--- config.mk ---
export PLATFORM = sky130hd
export DESIGN_NAME = cdp_alu
export DESIGN_NICKNAME = d
export VERILOG_FILES = /design/src/rtl/cdp_alu_pkg.sv /design/src/rtl/cdp_cond_check.sv /design/src/rtl/cdp_alu_core.sv /design/src/rtl/cdp_flag_reg.sv /design/src/rtl/cdp_alu.sv
export SDC_FILE = /design/constraint.sdc
export NUM_CORES = 1
export LEC_CHECK = 0
export ABC_AREA = 1
export ABC_CLOCK_PERIOD_IN_PS = 4780
export BUFFER_PORTS_ARGS = -buffer_cell sky130_fd_sc_hd__buf_2
export CAP_MARGIN = 10
export CELL_PAD_IN_SITES_DETAIL_PLACEMENT = 1
export CELL_PAD_IN_SITES_GLOBAL_PLACEMENT = 2
export CORE_MARGIN = 2
export CORE_UTILIZATION = 28
export CTS_CLUSTER_DIAMETER = 120
export DETAILED_ROUTE_END_ITERATION = 12
export PLACE_DENSITY = 0.89
export SYNTH_ARGS = -nofsm -noshare
export SYNTH_HDL_FRONTEND = slang
export SYNTH_SLANG_ARGS = --single-unit
--- constraint.sdc ---
create_clock -name clk -period 4.78 [get_ports clk]
set_input_delay 0.717 -clock clk [delete_from_list [all_inputs] [get_ports clk]]
set_output_delay 0.717 -clock clk [all_outputs]
set_load 0.05 [all_outputs]
--- src/rtl/cdp_alu_pkg.sv ---
package cdp_alu_pkg;

    typedef enum logic [3:0] {
        OP_AND = 4'd0,  OP_EOR = 4'd1,  OP_SUB = 4'd2,  OP_RSB = 4'd3,
        OP_ADD = 4'd4,  OP_ADC = 4'd5,  OP_SBC = 4'd6,  OP_RSC = 4'd7,
        OP_TST = 4'd8,  OP_TEQ = 4'd9,  OP_CMP = 4'd10, OP_CMN = 4'd11,
        OP_ORR = 4'd12, OP_MOV = 4'd13, OP_BIC = 4'd14, OP_MVN = 4'd15
    } alu_op_e;

    typedef enum logic [3:0] {
        CC_EQ, CC_NE, CC_CS, CC_CC, CC_MI, CC_PL, CC_VS, CC_VC,
        CC_HI, CC_LS, CC_GE, CC_LT, CC_GT, CC_LE, CC_AL, CC_NV
    } cond_e;

    typedef struct packed {
        logic n;
        logic z;
        logic c;
        logic v;
    } nzcv_t;

    typedef enum logic {
        FL_HOLD,
        FL_UPDATE
    } flag_act_e;

endpackage

--- src/rtl/cdp_cond_check.sv ---
module cdp_cond_check
    import cdp_alu_pkg::*;
(
    input  logic       clk,
    input  logic       rst_n,
    input  logic [3:0] cond,
    input  nzcv_t      fl,
    output logic       pass
);

    always_comb begin
        unique case (cond_e'(cond))
            CC_EQ: pass = fl.z;
            CC_NE: pass = !fl.z;
            CC_CS: pass = fl.c;
            CC_CC: pass = !fl.c;
            CC_MI: pass = fl.n;
            CC_PL: pass = !fl.n;
            CC_VS: pass = fl.v;
            CC_VC: pass = !fl.v;
            CC_HI: pass = fl.c && !fl.z;
            CC_LS: pass = !fl.c || fl.z;
            CC_GE: pass = (fl.n == fl.v);
            CC_LT: pass = (fl.n != fl.v);
            CC_GT: pass = !fl.z && (fl.n == fl.v);
            CC_LE: pass = fl.z || (fl.n != fl.v);
            CC_AL: pass = 1'b1;
            CC_NV: pass = 1'b0;
        endcase
    end

    // always-execute code never blocks
    p_always_r2: assert property (@(posedge clk) disable iff (!rst_n)
        (cond == 4'd14) |-> pass);

    // reserved code never executes
    p_never_r2: assert property (@(posedge clk) disable iff (!rst_n)
        (cond == 4'd15) |-> !pass);

endmodule

--- src/rtl/cdp_alu_core.sv ---
module cdp_alu_core
    import cdp_alu_pkg::*;
#(
    parameter int W = 32
) (
    input  alu_op_e        op,
    input  logic [W-1:0]   a,
    input  logic [W-1:0]   b,
    input  nzcv_t          cur,
    input  logic           sh_c,
    output logic [W-1:0]   res,
    output nzcv_t          nxt,
    output logic           is_cmp
);

    localparam int MSB = W - 1;

    logic [W-1:0] x, y;
    logic         cin;
    logic         arith;
    logic [W:0]   sum;

    // Operand steering into one shared adder
    always_comb begin
        x     = a;
        y     = b;
        cin   = 1'b0;
        arith = 1'b1;
        unique case (op)
            OP_ADD, OP_CMN: ;
            OP_ADC:         cin = cur.c;
            OP_SUB, OP_CMP: begin y = ~b; cin = 1'b1;  end
            OP_SBC:         begin y = ~b; cin = cur.c; end
            OP_RSB:         begin x = b; y = ~a; cin = 1'b1;  end
            OP_RSC:         begin x = b; y = ~a; cin = cur.c; end
            default:        arith = 1'b0;
        endcase
    end

    assign sum = {1'b0, x} + {1'b0, y} + {{W{1'b0}}, cin};

    always_comb begin
        unique case (op)
            OP_AND, OP_TST: res = a & b;
            OP_EOR, OP_TEQ: res = a ^ b;
            OP_ORR:         res = a | b;
            OP_MOV:         res = b;
            OP_BIC:         res = a & ~b;
            OP_MVN:         res = ~b;
            default:        res = sum[W-1:0];
        endcase
    end

    assign is_cmp = (op == OP_TST) || (op == OP_TEQ) ||
                    (op == OP_CMP) || (op == OP_CMN);

    always_comb begin
        nxt.n = res[MSB];
        nxt.z = (res == '0);
        nxt.c = arith ? sum[W] : sh_c;
        nxt.v = arith ? ((x[MSB] == y[MSB]) && (sum[MSB] != x[MSB])) : cur.v;
    end

endmodule

--- src/rtl/cdp_flag_reg.sv ---
module cdp_flag_reg
    import cdp_alu_pkg::*;
(
    input  logic  clk,
    input  logic  rst_n,
    input  logic  pass,
    input  logic  is_cmp,
    input  logic  set_flags,
    input  nzcv_t d,
    output nzcv_t q
);

    flag_act_e act;

    // Decide the action for this cycle
    always_comb begin
        if (pass && (is_cmp || set_flags)) act = FL_UPDATE;
        else                               act = FL_HOLD;
    end

    // Flag register
    always_ff @(posedge clk or negedge rst_n) begin
        if (!rst_n) begin
            q <= '0;
        end else begin
            unique case (act)
                FL_UPDATE: q <= d;
                FL_HOLD:   q <= q;
            endcase
        end
    end

    // a failed condition leaves flags untouched
    p_fail_hold_r3: assert property (@(posedge clk) disable iff (!rst_n)
        !pass |=> $stable(q));

    // non-compare without flag request leaves flags untouched
    p_nos_hold_r7: assert property (@(posedge clk) disable iff (!rst_n)
        (!is_cmp && !set_flags) |=> $stable(q));

endmodule

--- src/rtl/cdp_alu.sv ---
module cdp_alu
    import cdp_alu_pkg::*;
#(
    parameter int W = 32
) (
    input  logic         clk,
    input  logic         rst_n,
    input  logic [3:0]   op,
    input  logic [3:0]   cond,
    input  logic         set_flags,
    input  logic [W-1:0] op_a,
    input  logic [W-1:0] op_b,
    input  logic         shift_c,
    output logic [W-1:0] result,
    output logic         wr_en,
    output logic [3:0]   flags
);

    nzcv_t fl_q;
    nzcv_t fl_d;
    logic  pass;
    logic  is_cmp;

    cdp_cond_check u_cond (
        .clk   (clk),
        .rst_n (rst_n),
        .cond  (cond),
        .fl    (fl_q),
        .pass  (pass)
    );

    cdp_alu_core #(.W(W)) u_core (
        .op     (alu_op_e'(op)),
        .a      (op_a),
        .b      (op_b),
        .cur    (fl_q),
        .sh_c   (shift_c),
        .res    (result),
        .nxt    (fl_d),
        .is_cmp (is_cmp)
    );

    cdp_flag_reg u_flags (
        .clk       (clk),
        .rst_n     (rst_n),
        .pass      (pass),
        .is_cmp    (is_cmp),
        .set_flags (set_flags),
        .d         (fl_d),
        .q         (fl_q)
    );

    assign wr_en = pass && !is_cmp;
    assign flags = fl_q;

    // compare-class opcodes never write the destination
    p_cmp_nowr_r6: assert property (@(posedge clk) disable iff (!rst_n)
        (op[3:2] == 2'b10) |-> !wr_en);

    // logical ops with flag update preserve V
    p_logic_v_r9: assert property (@(posedge clk) disable iff (!rst_n)
        (pass && set_flags && (op inside {4'd0, 4'd1, 4'd12, 4'd13, 4'd14, 4'd15}))
        |=> (flags[0] == $past(flags[0])));

    // Z reflects a zero result after an update
    p_zero_r9: assert property (@(posedge clk) disable iff (!rst_n)
        (pass && (set_flags || op[3:2] == 2'b10))
        |=> (flags[2] == ($past(result) == '0)));

endmodule

== After elaboration in Yosys (flattened, before gate mapping) ==
Cells that the tools add are included.
Word-level totals
  register bits after elaboration: 4
  word-level logic and storage cells: 84
  bits of input ports: 76
  output and inout port bits: 37
Cells by class
  bitwise operators: 6
  add/subtract/negate cells: 2
  mux-type cells: 10
  reduce and logical (&&, ||, !) cells: 27
  equal/unequal tests: 35
Operator list (count)
  $pmux W32 S6: 1
  $and A32 B32 Y32: 2
  $eq A4 B4 Y1 const B: 16
  $not A32 Y32: 2
  $pmux W32 S2: 1
  $add A32 B32 Y33: 1
  $add A33 B1 Y33: 1
  $eq A4 B3 Y1 const B: 8
  $logic_not A32 Y1: 1
  $mux W32: 1
  $or A32 B32 Y32: 1
  $xor A32 B32 Y32: 1
  $eq A4 B2 Y1 const B: 4
  $pmux W1 S16: 1
  $reduce_or A3 Y1: 3
  $eq A4 B1 Y1 const B: 2
  $logic_not A4 Y1: 2
  $reduce_or A8 Y1: 1
  $logic_or A1 B1 Y1: 6
  $reduce_or A2 Y1: 3
  $logic_and A1 B1 Y1: 5
  $logic_not A1 Y1: 5
  $mux W1: 4
  $mux W4: 1
  5 further kinds: 7

== Longest topological paths before layout ==
Gate-level depths: netlist of run 1.
  word-level depth: 9
  depth in mapped cells: 27
  gate-level depth less buffers: 24

== By module ==
From an unflattened synthesis of run 1, not the netlist that was laid out.
Second synthesis, totals
  cells, all modules: 1250
  area total of the unflattened synthesis: 6209.7 µm²
Modules (own cells, without submodules)
  cdp_alu_core: times used 1, cells an instance 1183, area each 5821.8 µm², sequential area each 0.0 µm²
  cdp_cond_check: times used 1, cells an instance 45, area each 205.2 µm², sequential area each 0.0 µm²
  cdp_flag_reg: times used 1, cells an instance 20, area each 172.7 µm², sequential area each 100.1 µm²
  cdp_alu: times used 1, cells an instance 2, area each 10.0 µm², sequential area each 0.0 µm²

== Worst setup path before layout of run 1 ==
OpenSTA, ideal clock, no wires.
  path type: input -> output
  from: in op[0]
  to: out result[14]
  path buffers: 3
  setup slack: -0.233 ns
  stages on the path: 19
  arrival time: 4.296 ns
  required time: 4.063 ns
  cell sequence: buf_2 > nand2_1 > inv_1 > nand2_1 > clkbuf_1 > clkbuf_1 > nand2_1 > o21ai_0 > fa_1 > fa_1 > nand2_1 > nand2_1 > nand3_1 > nand2_1 > nand2_1 > nand2_1 > nand2_1 > nand2_1 > o21ai_0
Between the ends
  longest elaborated chain between the ends: 6
  elaborated cells between the ends (all ways): 26
  those cells by class: add/sub: 2; eq/ne: 13; mux: 4; reduce/logical: 7
RTL lines
  start: declaration: RTL line cdp_alu.sv:8  | input logic [3:0] op,
  $eq A4 B2 Y1, or another cell as far along: RTL line cdp_alu_core.sv:29  | unique case (op)
  $reduce_or A3 Y1 (no source line) / $reduce_or A2 Y1 (equally long branches)
  $pmux W32 S2 / $mux W32 (equally long branches): RTL line cdp_alu_core.sv:29
  $add A32 B32 Y33: RTL line cdp_alu_core.sv:40  | assign sum = {1'b0, x} + {1'b0, y} + {{W{1'b0}}, cin};
  $add A33 B1 Y33: RTL line cdp_alu_core.sv:40
  $pmux W32 S6 *: RTL line cdp_alu_core.sv:43  | unique case (op)
  end: declaration: RTL line cdp_alu.sv:14  | output logic [W-1:0] result,
Every way passes the cells marked *; elsewhere a longest branch is shown, timed or not.

== Worst setup path in the final report of run 1 ==
  from: in op[2]
  to: out result[30]
The elaborated chain is that of the path after synthesis.

==> results.cfg, run 1 <==
[synth]
synth_compound_area_frac = 0.191
synth_flop_cell = dfrtp_1
syn_inst = 1238
async_reset_ff_frac = 1.00
synth_seq_cells = 4
synth_top_family_by_area = simple AND/OR/NAND/NOR gates
syn_area_sq_mm = 0.00608
synth.distinct_cells = 36
synthAdderAreaFrac = 0.136
synth_area_per_cell_sq_um = 4.91
synth_xor_area_frac = 0.00432
synth-simple-area-share = 0.484
synthMuxAreaShare = 0
yosysWarnings = 0
synth_edf_count = 0
synth-seq-area-share = 0.0165
synth_fp_nets = 1379

[die]
die_y_um = 151
start_util = 0.288
die_w_um = 151
rows = 53
core_sq_mm = 0.0212
dieArea_sq_mm = 0.0229
io_pins = 113

[setup_path]
crit_chain = buf_2 -> nand2_2 -> inv_2 -> nor2_4 -> nand2_1 -> o221ai_1 -> fa_2 -> fa_1 -> nand2_1 -> nand2_1 -> nand3_1 -> nand2_1 -> nand2_1 -> nand2_1 -> nand3_1 -> nand2_1 -> nand2_1 -> nand3_1 -> nand2_1 -> inv_1 -> buf_2
worstSetupStartpointType = input pin
critPathArrivalTime_ns = 3.82
cpMaxStageDelayCell = fa_1
crit_type = input pin to primary output
crit_fanout = 9
r2r_cells = 18
endpoint_kind = primary output
cp_common_cell = nand2_1
slowest_delay_ns = 0.52
crit_required_ns = 4.06

[route]
ant_nets = 0
wirelength_um = 27600
viasPerCell = 5.16
wl_per_cell_um = 17.1
firstDrtPassIters = 5
drt_iter0_drc = 479
num_vias = 8332
drc = 0

[clocking]
cts.sinks = 4
clockBufferDepth = 2
clkLatencyLatePin_ns = 0.23
ctsHoldBuffers = 0
cts_tree = done
root_buffer = clkbuf_16
cts_made_buffers = 3
htreeDepth = 1
path_clk_slew_ns = 0.03

[timing]
fmax_mhz = 220
maxSlewViolCount = 0
finalClockSkew_ns = 0.000730
setup_ws_ns = 0.239
tightest_slew_ns = 0.999
slew_headroom = 0.332
fin_crit_sh = 0.950
layout_min_cycle_time_ns = 4.54
report.final.setup_viol = 0
hold_viol_final = 0

[pwr]
leakage_nw = 4.19
p_int_mw = 0.532
clockPowerShare = 0.086
p_per_area_mw_per_mm2 = 218
p_sw_mw = 1.01
ir_drop_v = 0.000107
switching_share = 0.655
combPwrFrac = 0.873
total_power_mw = 1.54
p_seq_frac = 0.041

[outcome]
status = finished clean

[layout]
top_regs = u_flags.q x4
largest_reg_flops = 4
regMostFlops = u_flags.q
areaGrowthSynthToFinish_pct = 16.7
layout-drive-gt1-share = 0.115
nets = 1482

[flow_run]
max_cap_viol_count = 0

[place]
place.gp.congestion = 0.919
post-place-ws_ns = 0.181
io_buffers = 112
hpwl_um = 23200

[global_route]
track_usage = 0.236
grt_remaining_overflow = 0
grt_antenna_before_repair = 1
grt_max_degree = 61
grt_pass1_vias = 7998
grt_pass1_wl_um = 42700

[min_path]
hold_path_class = input pin to asynchronous set/reset pin
power groups by stage:
stage | clock (mW) | sequential, mW | combinational, mW
final | 0.133 | 0.0633 | 1.35
after global routing | 0.135 | 0.0642 | 1.50
after CTS | 0.132 | 0.0625 | 1.34
after detailed placement | 0 | 0.0622 | 1.34
after global placement | 0 | 0.0615 | 1.31
after floorplan | 0 | 0.104 | 0.895
per-layer routing:
| layer | track usage | share of wire |
|---|---|---|
| met5 | 0 | 0 |
| met2 | 0.407 | 0.46 |
| met4 | 0.0187 | 0.0092 |
| met3 | 0.0130 | 0.041 |
| met1 | 0.336 | 0.49 |
layout by cell type, fill, tap and decap left out, drive strengths merged:
cell type	instances
a2111oi	1
a211oi	8
a21o	1
a21oi	42
a31oi	1
and2	1
buf	137
clkbuf	3
clkinv	2
dfrtp	4
diode	1
fa	2
ha	63
inv	218
nand2	472
nand3	97
nand3b	10
nand4	17
nor2	109
nor3	8
nor4	1
o2111ai	1
o211ai	18
o21ai	75
o21bai	3
o221ai	35
o22ai	3
or2	4
xor2	3
worst paths after layout:
| kind | to | startpoint | slack, ns |
|---|---|---|---|
| max in group asynchronous | u_flags.q[3] | rst_n | 4.37 |
| min | u_flags.q[2] | rst_n | 0.29 |
| max | result[30] | op[2] | 0.24 |
| min in group clk | u_flags.q[2] | u_flags.q[2] | 0.60 |
| max reg2reg | u_flags.q[2] | u_flags.q[1] | 1.21 |
| min reg2reg | u_flags.q[2] | u_flags.q[2] | 0.60 |
layout make-up:
class                   instances  area [sq um]
multi-input cells             975          4980
inverters                     220           826
diodes                          1          2.50
clock buffers                   3          75.1
flip-flops and latches          4           100
repair buffers                137           773
fillers                      3061         14100
well taps                     275           344
logic make-up (layout without fill, tap and decap cells):
group / after synthesis / in the layout
DFF: 4 / 4
xor gates and xnor gates: 3 / 3
buffers and inverters: 259 / 360
AOI/OAI and AO/OA: 188 / 188
other: 0 / 1
and+or+nand+nor: 719 / 719
adders and majority gates: 65 / 65
Yosys cell counts, types with 10 or more instances:
master	count	area (sq um)
o221ai_1	35	307
nand3b_1	10	75.1
nand3_1	97	485
ha_1	63	788
nand4_1	17	106
a21oi_1	42	210
clkbuf_1	20	75.1
o211ai_1	18	135
o21ai_0	74	370
nor2_1	108	405
nand2_1	470	1760
inv_1	217	815
repair_timing:
item,in CTS,in global routing
setup endpoints to repair,0,5
setup buffers,0,0
gates resized for setup,0,4
critical path: cells and delay by family:
| family | cells | cell delay [ns] |
|---|---|---|
| buffers and inverters | 4 | 0.59 |
| adders and majority gates | 2 | 0.94 |
| and+or+nand+nor | 14 | 1.42 |
| AOI/OAI and AO/OA | 1 | 0.15 |
stage by stage:
stage	std cells	hold WS (ns)	area, sq um	TNS, ns	util
after global placement	1611	0.522	7010	0	0.331
after global routing	1615	0.291	7100	-0.0216	0.336
final	1615	0.288	7100	0	0.336
after detailed placement	1611	0.526	7010	0	0.331
after floorplan	1238	0.421	6080	0	-
after CTS	1614	0.291	7080	0	0.335
Power figures use the tool's default switching activity.
==> run 2: changes to the inputs <==
--- a/config.mk
+++ b/config.mk
@@ -6,7 +6,7 @@
 export NUM_CORES = 1
 export LEC_CHECK = 0
 export ABC_AREA = 1
-export ABC_CLOCK_PERIOD_IN_PS = 4780
+export ABC_CLOCK_PERIOD_IN_PS = 5000
 export BUFFER_PORTS_ARGS = -buffer_cell sky130_fd_sc_hd__buf_2
 export CAP_MARGIN = 10
 export CELL_PAD_IN_SITES_DETAIL_PLACEMENT = 1
@@ -15,6 +15,7 @@
 export CORE_UTILIZATION = 28
 export CTS_CLUSTER_DIAMETER = 120
 export DETAILED_ROUTE_END_ITERATION = 12
+export MAX_ROUTING_LAYER = met4
 export PLACE_DENSITY = 0.89
 export SYNTH_ARGS = -nofsm -noshare
 export SYNTH_HDL_FRONTEND = slang
==> constraint.sdc (replaced) <==
create_clock -name clk -period 5 [get_ports clk]
set_input_delay 0.75 -clock clk [delete_from_list [all_inputs] [get_ports clk]]
set_output_delay 0.75 -clock clk [all_outputs]
set_load 0.05 [all_outputs]
==> run 2 against run 1 <==
  * Final cell count down 0.31%
  * Combinational power shrank 5%
  * Die area did not move
  * Global-route usage increased by 0.79 points
  * Register-to-register slack improved by 0.05 ns
  * Largest power group unchanged
==> results.cfg, run 2 (synthesized netlist as in run 1, its figures left out) <==
[timing]
finalClockSkew_ns = 0.0000630
layout_min_cycle_time_ns = 4.72
maxSlewViolCount = 0
setup_tns_ns = 0
tightest_slew_ns = 0.801
fin_crit_sh = 0.944
report.final.setup_viol = 0
rsz0062_at_grt = false
slew_headroom = 0.465
hold_viol_final = 0
fmax_mhz = 212

[layout]
top_regs = u_flags.q x4
largest_reg_flops = 4
areaGrowthSynthToFinish_pct = 16.0
layout-drive-gt1-share = 0.110
mostFrequentLayoutCells = 469 x nand2_1, 217 x inv_1, 112 x buf_2
antenna_cells = 0
regMostFlops = u_flags.q
fin_area_sq_mm = 0.00706
final_common_cell = nand2_1
nets = 1478

[route]
num_vias = 8290
firstDrtPassIters = 5
viasPerCell = 5.15
ant_nets = 0
wl_per_cell_um = 17.1
drt_iter0_drc = 415
wirelength_um = 27600
drc = 0

[outcome]
status = finished clean

[setup_path]
crit_start = op[0]
crit_required_ns = 4.25
worstSetupStartpointType = input pin
crit_fanout = 12
r2r-end = u_flags.q[2]
crit_type = input pin to primary output
r2r_cells = 18
reg2reg_slack_ns = 1.26
critPathArrivalTime_ns = 3.97
r2r-start = u_flags.q[1]
endpoint_kind = primary output

[die]
die_y_um = 151
core_sq_mm = 0.0212
start_util = 0.288
io_pins = 113
die_w_um = 151
dieArea_sq_mm = 0.0229
rows = 53

[clocking]
htreeDepth = 1
clockBufferDepth = 2
path_clk_slew_ns = 0.03
cts.sinks = 4
cts_tree = done
clkLatencyLatePin_ns = 0.22
root_buffer = clkbuf_16
ctsHoldBuffers = 0
cts_made_buffers = 3

[flow_run]
max_cap_viol_count = 0

[place]
io_buffers = 112
place.gp.congestion = 0.966
place_area_sq_mm = 0.00698
hpwl_um = 22900

[min_path]
hold_path_class = input pin to asynchronous set/reset pin

[pwr]
ir_drop_v = 0.0000912
p_per_area_mw_per_mm2 = 208
leakage_nw = 4.16

[global_route]
grt_antenna_before_repair = 0
grt_pass1_vias = 8055
track_usage = 0.244
grt_max_degree = 64
grt_remaining_overflow = 0
grt_pass1_wl_um = 42800
[run 2: cell types whose count changed in the layout (fill, tap and decap cells not counted), sizes merged]
cell   delta
buf       -4
diode     -1
[run 2: what timing repair did]
action	in CTS	in global routing
endpoints found under the setup margin	0	1
gates resized for setup	0	1
buffers inserted	0	0
[run 2: how the worst max path moves through the flow]
stage	slack, ns	end	depth (start not counted)
after floorplan	0.32	result[14]	19
after global placement	0.41	result[30]	20
after detailed placement	0.26	result[30]	21
after CTS	0.26	result[30]	21
after global routing	0.003	result[30]	20
final	0.28	result[30]	20
[run 2: routing by layer]
metal | vias to the layer above | wire, um | track usage
li1 | 4176 | - | -
met1 | 3956 | 14000 | 0.341
met2 | 131 | 12300 | 0.397
met3 | 27 | 884 | 0.0136
met4 | 0 | 395 | 0.0355
met5 | - | 0 | -
[run 2: worst max-delay path: stages]
cell and delay (ns):
buf_2 0.17, inv_1 0.11, nand2_1 0.19, nor2_4 0.13, nand2_1 0.08, o221ai_1 0.13, fa_1 0.46, fa_1 0.52
nand2_1 0.12, nand2_1 0.08, nand3_1 0.16, nand2_1 0.12, nand2_1 0.08, nand2_1 0.11, nand3_1 0.12, nand3_1 0.11
nand3_1 0.11, nand2_1 0.10, inv_1 0.07, buf_2 0.26
[run 2: final cells by class]
| cell class | instances | area, sq um |
|---|---|---|
| inverter | 220 | 826 |
| fill | 3055 | 14100 |
| clock buffer | 3 | 75.1 |
| tap | 275 | 344 |
| sequential | 4 | 100 |
| multi-input combinational | 975 | 4970 |
| timing repair buffer | 133 | 743 |
[run 2: metrics by stage]
| stage | power (mW) | utilization | setup slack [ns] | cells | hold WS, ns |
|---|---|---|---|---|---|
| 4_1_cts | 1.46 | 0.333 | 0.256 | 1610 | 0.325 |
| 2_1_floorplan | 0.955 | - | 0.317 | 1238 | 0.454 |
| 3_3_place_gp | 1.31 | 0.330 | 0.412 | 1607 | 0.554 |
| 3_5_place_dp | 1.33 | 0.330 | 0.265 | 1607 | 0.558 |
| 5_1_grt | 1.61 | 0.334 | 0.00274 | 1610 | 0.325 |
| 6_report | 1.47 | 0.334 | 0.280 | 1610 | 0.323 |
[run 2: power breakdown]
group	total (mW)	switching, mW	internal [mW]
registers	0.0594	0.0145	0.0449
logic	1.28	0.925	0.358
clock network	0.125	0.0231	0.102
total	1.47	0.963	0.506
